[src/rtl/nanq_pkg.sv]
package nanq_pkg;

    localparam int WORD_W  = 64;
    localparam int NUM_FMT = 4;
    localparam int FMT_W   = $clog2(NUM_FMT);

    typedef logic [WORD_W-1:0] word_t;

    typedef enum logic [FMT_W-1:0] {
        FMT_HALF   = 2'd0,
        FMT_BF16   = 2'd1,
        FMT_SINGLE = 2'd2,
        FMT_DOUBLE = 2'd3
    } fmt_e;

    typedef struct packed {
        logic inverted;
        logic disabled;
    } ctrl_t;

    typedef struct packed {
        logic exp_ones;
        logic frac_top;
        logic frac_low_nz;
    } fields_t;

    typedef struct packed {
        logic is_nan;
        logic is_qnan;
        logic is_snan;
    } class_t;

    typedef struct packed {
        class_t cls;
        word_t  quieted;
        word_t  dflt;
    } result_t;

    function automatic int frac_w_of(int code);
        case (code)
            0:       return 10;
            1:       return 7;
            2:       return 23;
            default: return 52;
        endcase
    endfunction

    function automatic int exp_w_of(int code);
        case (code)
            0:       return 5;
            1:       return 8;
            2:       return 8;
            default: return 11;
        endcase
    endfunction

    function automatic word_t low_mask(int n);
        word_t m;
        for (int i = 0; i < WORD_W; i++) begin
            m[i] = (i < n);
        end
        return m;
    endfunction

    function automatic word_t one_bit(int n);
        word_t m;
        m = '0;
        m[n] = 1'b1;
        return m;
    endfunction

endpackage

[src/rtl/nanq_field_split.sv]
module nanq_field_split
    import nanq_pkg::*;
(
    input  fmt_e    fmt,
    input  word_t   word,
    output fields_t fields
);

    fields_t per_fmt [NUM_FMT];

    for (genvar g = 0; g < NUM_FMT; g++) begin : g_fmt
        localparam int FW = frac_w_of(g);
        localparam int EW = exp_w_of(g);
        assign per_fmt[g].exp_ones    = &word[FW+EW-1:FW];
        assign per_fmt[g].frac_top    = word[FW-1];
        assign per_fmt[g].frac_low_nz = |word[FW-2:0];
    end

    assign fields = per_fmt[fmt];

endmodule

[src/rtl/nanq_classify.sv]
module nanq_classify
    import nanq_pkg::*;
(
    input  fields_t fields,
    input  ctrl_t   ctrl,
    output class_t  cls
);

    logic any_nan;

    assign any_nan = fields.exp_ones & (fields.frac_top | fields.frac_low_nz);

    always_comb begin
        cls.is_nan = any_nan;
        if (ctrl.disabled) begin
            cls.is_qnan = any_nan;
            cls.is_snan = 1'b0;
        end else if (ctrl.inverted) begin
            cls.is_snan = fields.exp_ones & fields.frac_top;
            cls.is_qnan = fields.exp_ones & ~fields.frac_top & fields.frac_low_nz;
        end else begin
            cls.is_qnan = fields.exp_ones & fields.frac_top;
            cls.is_snan = fields.exp_ones & ~fields.frac_top & fields.frac_low_nz;
        end
    end

endmodule

[src/rtl/nanq_quiet_gen.sv]
module nanq_quiet_gen
    import nanq_pkg::*;
(
    input  fmt_e  fmt,
    input  word_t word,
    input  logic  is_snan,
    input  ctrl_t ctrl,
    output word_t quieted,
    output word_t dflt
);

    word_t q_per [NUM_FMT];
    word_t d_per [NUM_FMT];
    logic  use_inv_pattern;

    assign use_inv_pattern = ctrl.inverted & ~ctrl.disabled;

    for (genvar g = 0; g < NUM_FMT; g++) begin : g_fmt
        localparam int    FW   = frac_w_of(g);
        localparam int    EW   = exp_w_of(g);
        localparam int    TW   = FW + EW + 1;
        localparam word_t KEEP = low_mask(TW);
        localparam word_t TOP  = one_bit(FW - 1);
        localparam word_t NEXT = one_bit(FW - 2);
        localparam word_t EXPF = low_mask(EW) << FW;

        always_comb begin
            q_per[g] = word & KEEP;
            if (is_snan) begin
                if (ctrl.inverted) begin
                    q_per[g] = (q_per[g] & ~TOP) | NEXT;
                end else begin
                    q_per[g] = q_per[g] | TOP;
                end
            end
            d_per[g] = EXPF | (use_inv_pattern ? low_mask(FW - 1) : TOP);
        end
    end

    assign quieted = q_per[fmt];
    assign dflt    = d_per[fmt];

endmodule

[src/rtl/nan_screen_unit.sv]
module nan_screen_unit
    import nanq_pkg::*;
(
    input  logic        clk,
    input  logic        rst,
    input  logic        in_valid,
    input  logic [1:0]  in_fmt,
    input  logic [63:0] in_word,
    input  logic        cfg_snan_inv,
    input  logic        cfg_snan_off,
    output logic        out_valid,
    output logic        out_is_nan,
    output logic        out_is_qnan,
    output logic        out_is_snan,
    output logic [63:0] out_quieted,
    output logic [63:0] out_dflt_nan
);

    fmt_e    fmt;
    ctrl_t   ctrl;
    fields_t fields;
    result_t nxt;
    result_t held;
    logic    valid_q;

    assign fmt           = fmt_e'(in_fmt);
    assign ctrl.inverted = cfg_snan_inv;
    assign ctrl.disabled = cfg_snan_off;

    nanq_field_split u_split (
        .fmt    (fmt),
        .word   (in_word),
        .fields (fields)
    );

    nanq_classify u_class (
        .fields (fields),
        .ctrl   (ctrl),
        .cls    (nxt.cls)
    );

    nanq_quiet_gen u_quiet (
        .fmt     (fmt),
        .word    (in_word),
        .is_snan (nxt.cls.is_snan),
        .ctrl    (ctrl),
        .quieted (nxt.quieted),
        .dflt    (nxt.dflt)
    );

    always_ff @(posedge clk) begin
        if (rst) begin
            valid_q <= 1'b0;
            held    <= '0;
        end else begin
            valid_q <= in_valid;
            if (in_valid) begin
                held <= nxt;
            end
        end
    end

    assign out_valid    = valid_q;
    assign out_is_nan   = held.cls.is_nan;
    assign out_is_qnan  = held.cls.is_qnan;
    assign out_is_snan  = held.cls.is_snan;
    assign out_quieted  = held.quieted;
    assign out_dflt_nan = held.dflt;

    a_r1_reset_clears: assert property (@(posedge clk) rst |=> !out_valid);

    a_r2_valid_rise: assert property (@(posedge clk) disable iff (rst)
        in_valid |=> out_valid);

    a_r2_valid_low: assert property (@(posedge clk) disable iff (rst)
        !in_valid |=> !out_valid);

    a_r12_exclusive: assert property (@(posedge clk) disable iff (rst)
        out_valid |-> !(out_is_qnan && out_is_snan));

    a_r12_union: assert property (@(posedge clk) disable iff (rst)
        out_valid |-> (out_is_nan == (out_is_qnan || out_is_snan)));

    a_r7_off_no_snan: assert property (@(posedge clk) disable iff (rst)
        (out_valid && $past(cfg_snan_off)) |-> !out_is_snan);

    a_r3_upper_zero: assert property (@(posedge clk) disable iff (rst)
        (out_valid && $past(in_fmt) != 2'd3) |->
        (out_quieted[63:32] == 32'd0 && out_dflt_nan[63:32] == 32'd0));

endmodule

[config.mk]
export PLATFORM = sky130hd
export DESIGN_NAME = nan_screen_unit
export DESIGN_NICKNAME = d
export VERILOG_FILES = /design/src/rtl/nanq_pkg.sv /design/src/rtl/nanq_field_split.sv /design/src/rtl/nanq_classify.sv /design/src/rtl/nanq_quiet_gen.sv /design/src/rtl/nan_screen_unit.sv
export SDC_FILE = /design/constraint.sdc
export NUM_CORES = 1
export LEC_CHECK = 0
export ABC_AREA = 1
export BUFFER_PORTS_ARGS = -buffer_cell sky130_fd_sc_hd__buf_4
export CAP_MARGIN = 20
export CORE_AREA = 2 2 113 137
export DETAILED_ROUTE_END_ITERATION = 8
export DIE_AREA = 0 0 115 139
export HOLD_SLACK_MARGIN = 0.15
export PLACE_DENSITY = 0.75
export SETUP_SLACK_MARGIN = 0.2
export SYNTH_ARGS = -nofsm -noshare
export SYNTH_HDL_FRONTEND = slang
export SYNTH_HIERARCHICAL = 1
export SYNTH_SLANG_ARGS = --single-unit
[constraint.sdc]
create_clock -name clk -period 1.6 [get_ports clk]
set_input_delay 0.16 -clock clk [delete_from_list [all_inputs] [get_ports clk]]
set_output_delay 0.16 -clock clk [all_outputs]
set_load 0.01 [all_outputs]
==> Yosys cells after proc, flatten, opt, wreduce, memory -nomap -nowiden <==
Cells that the tools add are included.
W data, S select, Z words.
{ "classes": {"mux": 23, "order_cmp": 1, "eq_ne": 0, "add_sub_neg": 0, "shifts": 0, "div": 0, "n_bitwise": 9, "multipliers": 0, "reduce_logical": 8} }
{ "ops": {"columns": ["op", "count"], "rows": [
  ["$bmux W64 S2", 2],
  ["$mux W64", 4],
  ["$mux W52", 3],
  ["$mux W23", 3],
  ["$reduce_or A51 Y1", 1],
  ["$mux W10", 3],
  ["$reduce_or A22 Y1", 1],
  ["$mux W7", 3],
  ["$reduce_and A8 Y1", 2],
  ["$reduce_and A11 Y1", 1],
  ["$reduce_or A9 Y1", 1],
  ["$bmux W3 S2", 1],
  ["$mux W3", 2],
  ["$reduce_or A6 Y1", 1],
  ["$and A1 B1 Y1", 5],
  ["$reduce_and A5 Y1", 1],
  ["$mux W2", 2],
  ["$ge A3 B3 Y1 const B", 1],
  ["$not A2 Y3", 1],
  ["$not A1 Y1", 2],
  ["$or A1 B1 Y1", 1]
]} }
{ "word_totals": {"mem_count": 0, "ram_bits": 0, "in_bits": 71, "regBits": 132, "out_inout_bits": 132, "word_cells": 47, "mem_bits_ro": 0, "latch_bits": 0} }

==> Depth between registers and ports, before layout <==
Gate-level depths: netlist of the first run.
{ "logic_depth": {"ltp_word": 13, "ltp_mapped": 19, "mapped_depth_nobuf": 18} }

==> Cells and area by module <==
The synthesis of the first run kept the hierarchy.
{ "modules_own_cells": {"columns": ["module", "cells_per_inst", "area_each_um2", "seq_area_each_um2", "instances"], "rows": [
  ["nan_screen_unit", 833, 5340.1, 2642.5, 1],
  ["nanq_quiet_gen", 212, 1118.6, 0.0, 1],
  ["nanq_field_split", 95, 406.6, 0.0, 1],
  ["nanq_classify", 16, 77.6, 0.0, 1]
]} }

==> Least setup slack after synthesis of the first run <==
Ideal clock, no wire load.
{ "synth_path": {"path_type": "in2reg", "from": "input port in_word[53]", "to": "register held (netlist bit out_quieted[9])", "t_required_ns": 1.487, "arrival_time_ns": 1.454, "stages": 18, "setup_slack_ns": 0.034, "path_cell_list": "nand2_1 nor2_1 nand2_1 o211ai_2 o21ai_1 inv_1 nand2_2 nand2_1 nand2_1 a21oi_2 buf_2 nand4_1 nand2_1 inv_1 inv_1 nand2_1 nand2_1 nor2_1"} }
{ "synth_rtl": {"columns": ["item", "line_no", "text"], "rows": [
  ["from (decl)", "nan_screen_unit.sv:8", "input logic [63:0] in_word,"],
  ["to (signal assigned)", "nan_screen_unit.sv:58", "held <= nxt;"],
  ["to (decl)", "nan_screen_unit.sv:23", "result_t held;"]
]} }

==> flow_metrics.tcl, run 1 <==
set metrics [dict create \
    outcome "finished, final reports clean" \
    vias 6828 \
    placed_area_mm2 0.00828 \
    grt_pass1_wl_um 29000 \
    die_h_um 139 \
    final_area_mm2 0.00967 \
    grt_start_max_net_pins 73 \
    end_kind "register" \
    die_w_um 115 \
    clk_latency_ns 0.42 \
    synth_fp_nets 1232 \
    layout_min_cycle_time_ns 1.52 \
    multiInputGateArea_mm2 0.00281 \
    yosysWarnings 6 \
    clockBufferDepth 2 \
    max_cap_violations 0 \
    synth_xor_area_share_pct 0 \
    wirelength_um 18000 \
    drive_above_1_share_pct 22.2 \
    fmax_mhz 657 \
    yosys.cell_types.count 27 \
    cts_buffers 17 \
    irDropWorstVdd_uv 591 \
    mostFrequentLayoutCells "316 x nand2_1, 311 x nor2_1, 219 x buf_4" \
    grt_util_met2_pct 38.1 \
    finalCritPeriodShare_pct 95.2 \
    antenna_found_initial 0 \
    slowest_delay_ns 0.17 \
    drt-pass1-iter-count 5 \
    grt_pass1_vias 6375 \
    critPathBufInv 5 \
    post_drt_via_cell_ratio 4.43 \
    cp_data_arrival_time_ns 1.84 \
    rsz0062_at_grt "true" \
    synth-edff-count 0 \
    synth_cells 1156 \
    rows 49 \
    antenna_cells 0 \
    drt_iter0_drc 414 \
    synthToLayoutAreaGrowth_pct 39.3 \
    wl_per_cell_um 11.7 \
    clk_pin_slew_ns 0.06 \
    power.leakage_uw 0.00541 \
    crit_family "simple AND/OR/NAND/NOR gates" \
    clock_sinks 132 \
    start_util_pct 47.2 \
    setup_viol 0 \
    ys_async_sr_fraction_pct 0 \
    synthesis.area_mm2 0.00694 \
    layout.nets 1425 \
    required_ns 1.92 \
    slowest_stage "a21oi_2" \
    cts_tree "done" \
    crit_top_cell "nand2_1" \
    grt_usage_pct 22.5 \
    dp_hpwl_um 11300 \
    grt.overflow.total 0 \
    gp_congestion 0.815 \
    busiest_layer "met2" \
    path_class "input port to register" \
    synth_top_family_by_area "simple AND/OR/NAND/NOR gates" \
    muxShareOfSynthArea_pct 0 \
    crit_fanout 5 \
    holdWs_ns 0.164 \
    yosys.area_share.simple_pct 36.6 \
    hold_viol 0 \
    core_mm2 0.0147 \
    worstHoldPathType "input port to register" \
    final_common_cell "nand2_1" \
    cts-root-buf "clkbuf_16" \
    fillCellCount 1286 \
    finalSetupTns_ns 0 \
    synth_compound_area_share_pct 1.57 \
    startpoint_type "input port" \
    drv_slew 0 \
    ant_nets 0 \
    grt_use_met3_pct 7.78 \
    post-route-drc-count 0 \
    die_area_mm2 0.0160 \
    cts_max_level 4 \
    synth-seq-area-share_pct 38.1 \
    utilization_pct 65.7 \
    finClkSkew_ns 0 \
    synth_flop_cell "dfxtp_1" \
    synth-seq-cells 132 \
    syn_area_per_cell_um2 6.01 \
    port_buffers 202 \
    synthAdderAreaFrac_pct 0.901 \
    path_cells "buf_4 > nand2_2 > nor2_2 > nand4_1 > o211ai_2 > o21ai_1 > inv_1 > nand2_2 > nand2_1 > nand2_1 > a21oi_2 > buf_4 > nand4_1 > nand2_1 > inv_1 > inv_1 > nand2_1 > nand2_1 > nor2_1" \
    ff_latch_area_mm2 0.00264 \
    p_per_area_mw_per_mm2 1020 \
    io_pins 203 \
    use_met1_pct 24.9 \
]
per-layer routing:
metal  part of all wire [%]  routed length [µm]
met5                      0                   0
met4                    3.7                 660
met3                    7.2                1290
met2                     48                8640
met1                     41                7370
final cells by class:
type | instances | share of cell area (%)
clock buffer | 22 | 5.11
clock inverter | 10 | 2.21
inverter | 220 | 8.60
multi-input combinational | 688 | 29.0
sequential | 132 | 27.3
tap | 178 | 2.30
timing repair buffer | 290 | 25.4
worst register-to-register path, stage by stage, from the launching register on:
cell     delay (ns)
dfxtp_1        0.31
nor2_1         0.12
nor2_1         0.07
sequential cells by signal, summed over array words and instances, names as in the netlist:
register      cells
out_is_qnan       1
out_valid         1
out_quieted      64
out_is_snan       1
out_dflt_nan     64
out_is_nan        1
through the flow:
stage | setup WS, ns | power (µW) | std cells
after floorplan | 0.0787 | 4550 | 1156
after global placement | -0.316 | 5110 | 1451
after detailed placement | -0.331 | 5130 | 1451
after CTS | 0.178 | 9910 | 1538
after global routing | -0.0348 | 10300 | 1540
final | 0.0775 | 9860 | 1540
report_power, final:
part	switching (µW)	internal [µW]	total, µW
Clock	1500	3150	4640
Combinational	828	782	1610
Sequential	110	3500	3610
Total	2440	7430	9860
worst paths after layout:
path | startpoint | end | slack [ns] | depth (start not counted)
hold reg to reg | out_dflt_nan[45] | out_dflt_nan[45] | 0.47 | 2
setup / recovery | in_word[25] | out_quieted[9] | 0.08 | 19
hold / removal | in_word[51] | out_quieted[51] | 0.16 | 6
setup reg to reg | out_dflt_nan[27] | out_dflt_nan[27] | 1.00 | 2
logic make-up (layout without fill, tap and decap cells):
family | Yosys count | count (layout)
other | 1 | 1
buffers and inverters | 336 | 542
adders and majority gates | 5 | 5
AOI/OAI and AO/OA | 16 | 16
and+or+nand+nor | 666 | 666
DFF | 132 | 132
synth_stat cells, types with 2 or more instances:
| master | instances | area (µm²) |
|---|---|---|
| a21oi_1 | 4 | 20.0 |
| a21oi_2 | 2 | 17.5 |
| buf_2 | 32 | 160 |
| buf_4 | 76 | 571 |
| clkbuf_1 | 8 | 30.0 |
| dfxtp_1 | 132 | 2640 |
| ha_1 | 5 | 62.6 |
| inv_1 | 218 | 818 |
| nand2_1 | 325 | 1220 |
| nand3_1 | 7 | 35.0 |
| nand4_1 | 5 | 31.3 |
| nor2_1 | 321 | 1200 |
| nor3_1 | 3 | 15.0 |
| o211a_1 | 2 | 20.0 |
| o21ai_0 | 4 | 20.0 |
what timing repair did:
| item | in CTS | in global routing |
|---|---|---|
| setup buffers | 2 | 2 |
| pin swaps | 15 | 18 |
| endpoints found under the setup margin | 8 | 8 |
| hold buffers | 53 | 0 |
| resized for setup | 25 | 13 |
| endpoints found under the hold margin | 53 | 0 |
Power figures use the tool's default switching activity.
==> run 2: changes to the inputs <==
Settings changed: SETUP_SLACK_MARGIN 0.2 to not set.
==> run 2 against run 1 <==
Net effect:
- count of clock-buffer cells in the layout increased by 1
- non-clock buffer count increased by 1
- global-route usage decreased by 0.71 points
- sequential share of layout area increased by 0.48 points
- flip-flop and latch count unchanged
- largest cell class unchanged
==> flow_metrics.tcl, run 2 (synthesis results as in run 1) <==
set metrics [dict create \
    ant_nets 0 \
    setup_viol 0 \
    finalCritPeriodShare_pct 96.0 \
    layout_min_cycle_time_ns 1.54 \
    die_w_um 115 \
    placed_area_mm2 0.00830 \
    grt_pass1_vias 6070 \
    pre_cts_ws_ns -0.378 \
    irDropWorstVdd_uv 515 \
    required_ns 1.91 \
    wl_per_cell_um 11.4 \
    hold_viol 0 \
    rsz0062_at_grt "true" \
    grt_start_max_net_pins 61 \
    cts_tree "done" \
    finClkSkew_ns 0 \
    post-route-drc-count 0 \
    startpoint_type "input port" \
    cp-startpoint "in_word[27]" \
    worstHoldPathType "input port to register" \
    path_class "input port to register" \
    r2r-start "out_quieted[4]" \
    rr_worst_depth 2 \
    setup_ws_ns 0.0648 \
    die_h_um 139 \
    end_kind "register" \
    hp-start "cfg_snan_off" \
    gp_congestion 0.795 \
    post_drt_via_cell_ratio 4.38 \
    layout.nets 1426 \
    final_common_cell "nand2_1" \
    clockBufferDepth 2 \
    drv_slew 0 \
    grt.overflow.total 0 \
    holdWs_ns 0.183 \
    rows 49 \
    max_cap_violations 0 \
    mostFrequentLayoutCells "318 x nand2_1, 316 x nor2_1, 223 x buf_4" \
    ff_latch_area_mm2 0.00264 \
    io_pins 203 \
    final_area_mm2 0.00950 \
    vias 6741 \
    crit_fanout 6 \
    port_buffers 202 \
    fmax_mhz 651 \
    outcome "finished, final reports clean" \
    drt_iter0_drc 402 \
    antenna_cells 0 \
    finalSetupTns_ns 0 \
    grt_pass1_wl_um 28100 \
    whs_path_depth 7 \
    p_per_area_mw_per_mm2 953 \
    synthToLayoutAreaGrowth_pct 36.9 \
    reg2reg_slack_ns 1.01 \
    antenna_found_initial 0 \
    r2r_end "out_quieted[4]" \
    fillCellCount 1325 \
    wirelength_um 17600 \
    multiInputGateArea_mm2 0.00276 \
    report.power.total_uw 9060 \
    drive_above_1_share_pct 21.4 \
    die_area_mm2 0.0160 \
    clk_pin_slew_ns 0.05 \
    clock_sinks 132 \
    cts_buffers 17 \
    drt-pass1-iter-count 4 \
    dp_hpwl_um 11700 \
    core_mm2 0.0147 \
    cp_data_arrival_time_ns 1.84 \
    cts-root-buf "clkbuf_16" \
    hold_end "out_is_qnan" \
    cts_max_level 4 \
    power.leakage_uw 0.00536 \
    grt_usage_pct 21.8 \
    clk_latency_ns 0.41 \
    start_util_pct 47.2 \
]
[run 2: cell types whose count changed in the layout (fill, tap and decap cells not counted), moves of 3 or more]
cell,previous run,this run
nor2_4,3,0
inv_6,3,0
bufinv_16,6,2
buf_6,8,3
buf_4,219,223
nor2_1,311,316
buf_8,0,5
[run 2: worst max path at each step]
| stage | end | slack [ns] | cells after the start |
|---|---|---|---|
| final | out_quieted[6] | 0.06 | 19 |
| after global routing | out_quieted[6] | -0.1 | 19 |
| after CTS | out_quieted[9] | 0.06 | 18 |
| after detailed placement | out_quieted[21] | -0.38 | 17 |
| after global placement | out_quieted[9] | -0.39 | 18 |
| after floorplan | out_quieted[9] | 0.03 | 18 |
[run 2: stage by stage]
| stage | utilization, % | instances |
|---|---|---|
| finish | 64.6 | 1540 |
| global route | 64.6 | 1540 |
| CTS | 63.9 | 1540 |
| detailed placement | 56.4 | 1457 |
| global placement | 56.4 | 1457 |
| floorplan | - | 1156 |
[run 2: repair_timing]
action                                  CTS  global route
hold endpoints to repair                 57             0
buffers inserted                          0             1
endpoints found under the setup margin    0             8
hold buffers                             52             0
gates resized for setup                   0            30
[run 2: area by class of cell]
| class | instances | area share (%) |
|---|---|---|
| multi-input combinational | 688 | 29.1 |
| clock buffer | 23 | 5.13 |
| inverter | 220 | 8.72 |
| clock inverter | 8 | 1.05 |
| sequential | 132 | 27.8 |
| timing repair buffer | 291 | 25.9 |
| tap | 178 | 2.34 |
[run 2: worst max-delay path, stage by stage]
cell and delay, ns:
buf_8 0.07, nand2_2 0.05, nor2_2 0.09, nand4_1 0.20, o211ai_2 0.15, o21ai_1 0.09
inv_1 0.11, nand2_2 0.07, nand2_2 0.08, nand2_2 0.05, a21oi_2 0.15, buf_6 0.14
nand4_1 0.11, nand2_1 0.08, inv_1 0.04, inv_1 0.04, nand2_1 0.04, nand2_1 0.07
nor2_1 0.04
[run 2: where the power goes]
group	internal [µW]	switching (µW)	total, µW
combinational	781	818	1600
sequential	3500	110	3610
clock	2440	1410	3850
[run 2: metal layers]
layer | GRT usage (%) | up-vias | wire, µm
met5 | 0 | - | 0
met4 | 8.75 | 0 | 444
met3 | 6.73 | 41 | 1190
li1 | - | 3595 | -
met2 | 37.2 | 198 | 8630
met1 | 25.2 | 2907 | 7340
